`src/rtl/baud_timer_pkg.sv`:
```
package baud_timer_pkg;
  typedef enum logic [1:0] {
    ADDR_CTRL   = 2'd0,
    ADDR_RELOAD = 2'd1,
    ADDR_COUNT  = 2'd2,
    ADDR_CLEAR  = 2'd3
  } reg_addr_e;

  typedef struct packed {
    logic irq_en;
    logic tx_sel;
    logic rx_sel;
    logic ext_en;
    logic run;
  } ctrl_t;

  localparam int CTRL_W = $bits(ctrl_t);
endpackage

```
`src/rtl/bt_pin_sync.sv`:
```
module bt_pin_sync #(
  parameter int STAGES = 2
) (
  input  logic clk,
  input  logic rst_n,
  input  logic pin_async,
  output logic fall
);
  logic [STAGES-1:0] chain_q;
  logic              prev_q;

  always_ff @(posedge clk) begin
    if (!rst_n) begin
      chain_q <= '1;
      prev_q  <= 1'b1;
    end else begin
      chain_q <= {chain_q[STAGES-2:0], pin_async};
      prev_q  <= chain_q[STAGES-1];
    end
  end

  assign fall = prev_q & ~chain_q[STAGES-1];
endmodule

```
`src/rtl/bt_prescaler.sv`:
```
module bt_prescaler #(
  parameter int STATE_DIV = 2,
  parameter int MCYC_DIV  = 12
) (
  input  logic clk,
  input  logic rst_n,
  input  logic run,
  input  logic fast,
  output logic step
);
  localparam int MAXDIV = (MCYC_DIV > STATE_DIV) ? MCYC_DIV : STATE_DIV;
  localparam int PW     = (MAXDIV > 2) ? $clog2(MAXDIV) : 1;
  localparam logic [PW-1:0] LIM_FAST = PW'(STATE_DIV - 1);
  localparam logic [PW-1:0] LIM_SLOW = PW'(MCYC_DIV - 1);

  logic [PW-1:0] cnt_q;
  logic [PW-1:0] limit;

  assign limit = fast ? LIM_FAST : LIM_SLOW;
  assign step  = run && (cnt_q >= limit);

  always_ff @(posedge clk) begin
    if (!rst_n || !run) cnt_q <= '0;
    else if (step)      cnt_q <= '0;
    else                cnt_q <= cnt_q + 1'b1;
  end
endmodule

```
`src/rtl/bt_counter.sv`:
```
module bt_counter #(
  parameter int CNT_W = 16
) (
  input  logic             clk,
  input  logic             rst_n,
  input  logic             step,
  input  logic             sw_load,
  input  logic [CNT_W-1:0] sw_data,
  input  logic             ext_load,
  input  logic [CNT_W-1:0] reload,
  output logic [CNT_W-1:0] value,
  output logic             ovf
);
  logic [CNT_W-1:0] cnt_q;

  assign ovf   = step && (&cnt_q);
  assign value = cnt_q;

  always_ff @(posedge clk) begin
    if (!rst_n)              cnt_q <= '0;
    else if (sw_load)        cnt_q <= sw_data;
    else if (ext_load || ovf) cnt_q <= reload;
    else if (step)           cnt_q <= cnt_q + 1'b1;
  end
endmodule

```
`src/rtl/bt_tick_div.sv`:
```
module bt_tick_div #(
  parameter int OVF_PER_TICK = 16
) (
  input  logic clk,
  input  logic rst_n,
  input  logic enable,
  input  logic ovf,
  output logic tick
);
  localparam int DW = (OVF_PER_TICK > 2) ? $clog2(OVF_PER_TICK) : 1;
  localparam logic [DW-1:0] LAST = DW'(OVF_PER_TICK - 1);

  logic [DW-1:0] cnt_q;
  logic          tick_q;
  logic          wrap;

  assign wrap = enable && ovf && (cnt_q == LAST);

  always_ff @(posedge clk) begin
    if (!rst_n) begin
      cnt_q  <= '0;
      tick_q <= 1'b0;
    end else begin
      tick_q <= wrap;
      if (!enable)    cnt_q <= '0;
      else if (wrap)  cnt_q <= '0;
      else if (ovf)   cnt_q <= cnt_q + 1'b1;
    end
  end

  assign tick = tick_q;
endmodule

```
`src/rtl/baud_reload_timer.sv`:
```
module baud_reload_timer
  import baud_timer_pkg::*;
#(
  parameter int CNT_W        = 16,
  parameter int STATE_DIV    = 2,
  parameter int MCYC_DIV     = 12,
  parameter int OVF_PER_TICK = 16,
  parameter int SYNC_STAGES  = 2
) (
  input  logic             clk,
  input  logic             rst_n,
  input  logic             wr_en,
  input  logic [1:0]       wr_addr,
  input  logic [CNT_W-1:0] wr_data,
  input  logic             ext_pin,
  output logic             baud_tick,
  output logic             ovf_flag,
  output logic             ext_flag,
  output logic             irq,
  output logic [CNT_W-1:0] count_value
);
  ctrl_t            ctrl_q;
  logic [CNT_W-1:0] reload_q;
  logic             ovf_flag_q, ext_flag_q;
  logic             baud_mode, ext_fall, ext_hit, step, ovf;
  logic             wr_ctrl, wr_reload, wr_count, wr_clear;

  assign baud_mode = ctrl_q.rx_sel | ctrl_q.tx_sel;
  assign wr_ctrl   = wr_en && (wr_addr == ADDR_CTRL);
  assign wr_reload = wr_en && (wr_addr == ADDR_RELOAD) && !ctrl_q.run;
  assign wr_count  = wr_en && (wr_addr == ADDR_COUNT)  && !ctrl_q.run;
  assign wr_clear  = wr_en && (wr_addr == ADDR_CLEAR);

  bt_pin_sync #(.STAGES(SYNC_STAGES)) u_sync (
    .clk(clk), .rst_n(rst_n), .pin_async(ext_pin), .fall(ext_fall)
  );

  assign ext_hit = ext_fall && ctrl_q.ext_en;

  bt_prescaler #(.STATE_DIV(STATE_DIV), .MCYC_DIV(MCYC_DIV)) u_pre (
    .clk(clk), .rst_n(rst_n), .run(ctrl_q.run), .fast(baud_mode), .step(step)
  );

  bt_counter #(.CNT_W(CNT_W)) u_cnt (
    .clk(clk), .rst_n(rst_n), .step(step),
    .sw_load(wr_count), .sw_data(wr_data),
    .ext_load(ext_hit && !baud_mode), .reload(reload_q),
    .value(count_value), .ovf(ovf)
  );

  bt_tick_div #(.OVF_PER_TICK(OVF_PER_TICK)) u_div (
    .clk(clk), .rst_n(rst_n), .enable(baud_mode && ctrl_q.run),
    .ovf(ovf), .tick(baud_tick)
  );

  always_ff @(posedge clk) begin
    if (!rst_n) begin
      ctrl_q     <= '0;
      reload_q   <= '0;
      ovf_flag_q <= 1'b0;
      ext_flag_q <= 1'b0;
    end else begin
      if (wr_ctrl)   ctrl_q   <= ctrl_t'(wr_data[CTRL_W-1:0]);
      if (wr_reload) reload_q <= wr_data;
      if (ovf && !baud_mode)           ovf_flag_q <= 1'b1;
      else if (wr_clear && wr_data[0]) ovf_flag_q <= 1'b0;
      if (ext_hit)                     ext_flag_q <= 1'b1;
      else if (wr_clear && wr_data[1]) ext_flag_q <= 1'b0;
    end
  end

  assign ovf_flag = ovf_flag_q;
  assign ext_flag = ext_flag_q;
  assign irq      = ovf_flag_q | (ext_flag_q & ctrl_q.irq_en);
endmodule

```
`config.mk`:
```
export PLATFORM = sky130hd
export DESIGN_NAME = baud_reload_timer
export DESIGN_NICKNAME = d
export VERILOG_FILES = /design/src/rtl/baud_timer_pkg.sv /design/src/rtl/bt_pin_sync.sv /design/src/rtl/bt_prescaler.sv /design/src/rtl/bt_counter.sv /design/src/rtl/bt_tick_div.sv /design/src/rtl/baud_reload_timer.sv
export SDC_FILE = /design/constraint.sdc
export NUM_CORES = 1
export LEC_CHECK = 0
export BUFFER_PORTS_ARGS = -buffer_cell sky130_fd_sc_hd__buf_2
export CAP_MARGIN = 20
export CELL_PAD_IN_SITES_DETAIL_PLACEMENT = 0
export CELL_PAD_IN_SITES_GLOBAL_PLACEMENT = 1
export CORE_ASPECT_RATIO = 0.8
export CORE_MARGIN = 3
export CORE_UTILIZATION = 38
export CTS_BUF_LIST = sky130_fd_sc_hd__clkbuf_4
export DETAILED_ROUTE_END_ITERATION = 12
export PLACE_DENSITY = 0.73
export SETUP_SLACK_MARGIN = 0.1
export SLEW_MARGIN = 20
export SYNTH_ARGS = -nofsm -noshare
export SYNTH_HDL_FRONTEND = slang
export SYNTH_SLANG_ARGS = --single-unit
export TNS_END_PERCENT = 30
```
`constraint.sdc`:
```
create_clock -name clk -period 2.87 [get_ports clk]
set_clock_uncertainty 0.15 [all_clocks]
set_input_delay 0.1435 -clock clk [delete_from_list [all_inputs] [get_ports clk]]
set_output_delay 0.1435 -clock clk [all_outputs]
set_load 0.005 [all_outputs]
```
==> impl_metrics.env <==
export IMPL_post_route_cell_area_sq_um=3230
export IMPL_final_cell_mix="51 x dfxtp_1, 44 x nand2_1, 41 x buf_2"
export IMPL_period_minus_slack_ns=2.62
export IMPL_regArea_sq_um=1020
export IMPL_arrival_ns=2.75
export IMPL_clk_pin_slew_ns=0.15
export IMPL_grt_antenna_before_repair=0
export IMPL_fp_row_count=26
export IMPL_clockBufferDepth=2
export IMPL_die_height_um=79.8
export IMPL_cap_violations=0
export IMPL_io_pins=42
export IMPL_postRouteAntennaNets=0
export IMPL_worst_pin_slew_ns=1.01
export IMPL_ys_seq_elements=51
export IMPL_dr_total_vias=2596
export IMPL_timing_fmax_mhz=382
export IMPL_vdd_drop_max_uv=175
export IMPL_grt_overflow_total=0
export IMPL_cts_setup_buffers=0
export IMPL_cts_htree_levels=2
export IMPL_grt_max_degree=28
export IMPL_relSlewSlack_pct=32.8
export IMPL_finalSetupViolations=0
export IMPL_syn_to_final_growth_pct=25.2
export IMPL_placed_cell_area_sq_um=2920
export IMPL_syn_area_per_cell_sq_um=8.20
export IMPL_cts_buffers_inserted=5
export IMPL_core_area_sq_um=6470
export IMPL_port_buffers=41
export IMPL_drt_wl_total_um=7570
export IMPL_worstSetupPathType="flip-flop to flip-flop"
export IMPL_root_buffer="clkbuf_4"
export IMPL_synth_warnings=0
export IMPL_grt_first_pass_wirelength_um=12400
export IMPL_layout_drive_gt1_share_pct=20.0
export IMPL_fin_crit_sh_pct=91.1
export IMPL_drt_pass1_iter_count=5
export IMPL_syn_nets=342
export IMPL_r2r_slack_ns=0.25
export IMPL_ys_async_sr_fraction_pct=0
export IMPL_drc=0
export IMPL_synth_edf_count=0
export IMPL_first_iter_violations=165
export IMPL_hold_viol=0
export IMPL_grt_pass1_vias=2367
export IMPL_worstHoldPathType="primary input to flip-flop"
export IMPL_fillers=651
export IMPL_synth_flop_cell="dfxtp_1"
export IMPL_routedWlPerCell_um=16.3
export IMPL_die_area_sq_um=7830
export IMPL_drv_slew=0
export IMPL_clkLatencyLatePin_ns=0.37
export IMPL_final_util_pct=50.0
export IMPL_cts_tree="yes"
export IMPL_multi_input_area_sq_um=1510
export IMPL_viasPerCell=5.59
export IMPL_worst_ep_required_time_ns=3.01
export IMPL_yosysSeqAreaShare_pct=39.5
export IMPL_antenna_cells=0
export IMPL_layout_commonest_cell="dfxtp_1"
export IMPL_clock_sinks=51
export IMPL_status="finished, final reports clean"
export IMPL_dieWidth_um=98.2
export IMPL_cp_max_fo=8
export IMPL_gp_congestion=0.854
export IMPL_yosysUniqueCellTypes=52
export IMPL_initial_core_util_pct=39.9
export IMPL_hpwl_um=5270
export IMPL_crit_path_start_kind="flip-flop"
export IMPL_tns_ns=0
export IMPL_synth_cells=315
export IMPL_grt_usage_pct=19.8
export IMPL_netlist_area_sq_um=2580
export IMPL_power_leakage_nw=1.24
export IMPL_nets=406
export IMPL_worst_setup_path_end_kind="flip-flop"
export IMPL_grt_setup_unrepaired="false"
export IMPL_power_per_cell_area_nw_per_um2=441
stage by stage:
step / std cells / hold WS (ns) / setup WS (ns) / total power [mW]
global route: 464 / 0.0400 / 0.107 / 1.49
finish: 464 / 0.0270 / 0.255 / 1.43
floorplan: 315 / 0.0950 / 0.465 / 0.840
global placement: 437 / 0.179 / 0.316 / 0.903
detailed placement: 437 / 0.179 / 0.267 / 0.904
CTS: 464 / 0.0129 / 0.210 / 1.44
routing by layer:
| layer | GRT usage, % | vias to the layer above | routed length, um |
|---|---|---|---|
| met5 | 0 | - | 0 |
| li1 | - | 1289 | - |
| met4 | 4.09 | 0 | 46 |
| met2 | 30.1 | 76 | 3240 |
| met3 | 3.23 | 5 | 466 |
| met1 | 29.4 | 1226 | 3820 |
critical path, stage by stage, from the launching register on:
cell and delay [ns]:
dfxtp_1 0.34, nor2_1 0.20, inv_1 0.12, ha_1 0.34, a2111oi_4 0.43, nor3_2 0.15, a21o_1 0.31, a32o_1 0.27
a311oi_1 0.23
final timing paths:
path                                     start                      endpoint  cells after the start
hold reg to reg   u_sync.chain_q[0]$_SDFF_PN1_  u_sync.chain_q[1]$_SDFF_PN1_                      1
hold / removal                      wr_addr[1]         ext_flag$_SDFFE_PN0P_                      4
setup reg to reg        ctrl_q[2]$_SDFFE_PN0P_  u_cnt.value[11]$_SDFFE_PN0P_                      8
setup / recovery        ctrl_q[2]$_SDFFE_PN0P_  u_cnt.value[11]$_SDFFE_PN0P_                      8
cell type report:
cell class,count,share of cell area [%]
Multi-Input combinational cell,246,46.7
Sequential cell,51,31.6
Timing Repair Buffer,71,14.8
Tap cell,84,3.25
Clock inverter,2,1.86
Clock buffer,6,1.39
Inverter,4,0.464
state kept, by name (all words and copies together) (netlist names):
register / cells
ovf_flag: 1
u_div.cnt_q: 4
ext_flag: 1
u_div.tick: 1
u_cnt.value: 16
ctrl_q: 5
u_sync.chain_q: 2
reload_q: 16
u_sync.prev_q: 1
u_pre.cnt_q: 4
cell families after synthesis:
| family | share of synthesized area, % |
|---|---|
| buffers and inverters | 2.81 |
| xor gates and xnor gates | 5.08 |
| DFF | 39.5 |
| AOI/OAI and AO/OA | 21.7 |
| and+or+nand+nor | 26.5 |
| muxes | 1.94 |
| adders and majority gates | 2.42 |
synth_stat cells (3+ instances only):
| cell | number | area [sq um] |
|---|---|---|
| inv_1 | 3 | 11.3 |
| dfxtp_1 | 51 | 1020 |
| or2_2 | 3 | 18.8 |
| clkbuf_1 | 12 | 45.0 |
| mux2i_1 | 5 | 50.1 |
| or3_1 | 3 | 18.8 |
| a211oi_1 | 5 | 37.5 |
| o21ai_1 | 6 | 30.0 |
| a31oi_1 | 6 | 37.5 |
| o221ai_1 | 3 | 26.3 |
| xor2_1 | 7 | 61.3 |
| o21ai_0 | 14 | 70.1 |
| nor3_1 | 4 | 20.0 |
| o2bb2ai_1 | 3 | 26.3 |
| ha_1 | 5 | 62.6 |
| xnor2_1 | 8 | 70.1 |
| nand4_1 | 7 | 43.8 |
| nand2_1 | 45 | 169 |
| nor4_1 | 6 | 37.5 |
| a21oi_1 | 31 | 155 |
| nand2b_1 | 3 | 18.8 |
| nand3_1 | 30 | 150 |
| nor2_1 | 21 | 78.8 |
repair_timing:
action                                  in CTS  in global routing
endpoints found under the setup margin       0                 10
endpoints found under the hold margin       34                  0
resized for setup                            0                  2
hold buffers                                19                  0
power by group:
| part | switching (mW) | leakage, nW | internal (mW) | total, mW |
|---|---|---|---|---|
| sequential | 0.0234 | 0.414 | 0.730 | 0.753 |
| combinational | 0.0850 | 0.767 | 0.0712 | 0.156 |
| clock | 0.234 | 0.0559 | 0.282 | 0.516 |
| total | 0.343 | 1.24 | 1.08 | 1.43 |
(Power assumes the default switching activity.)
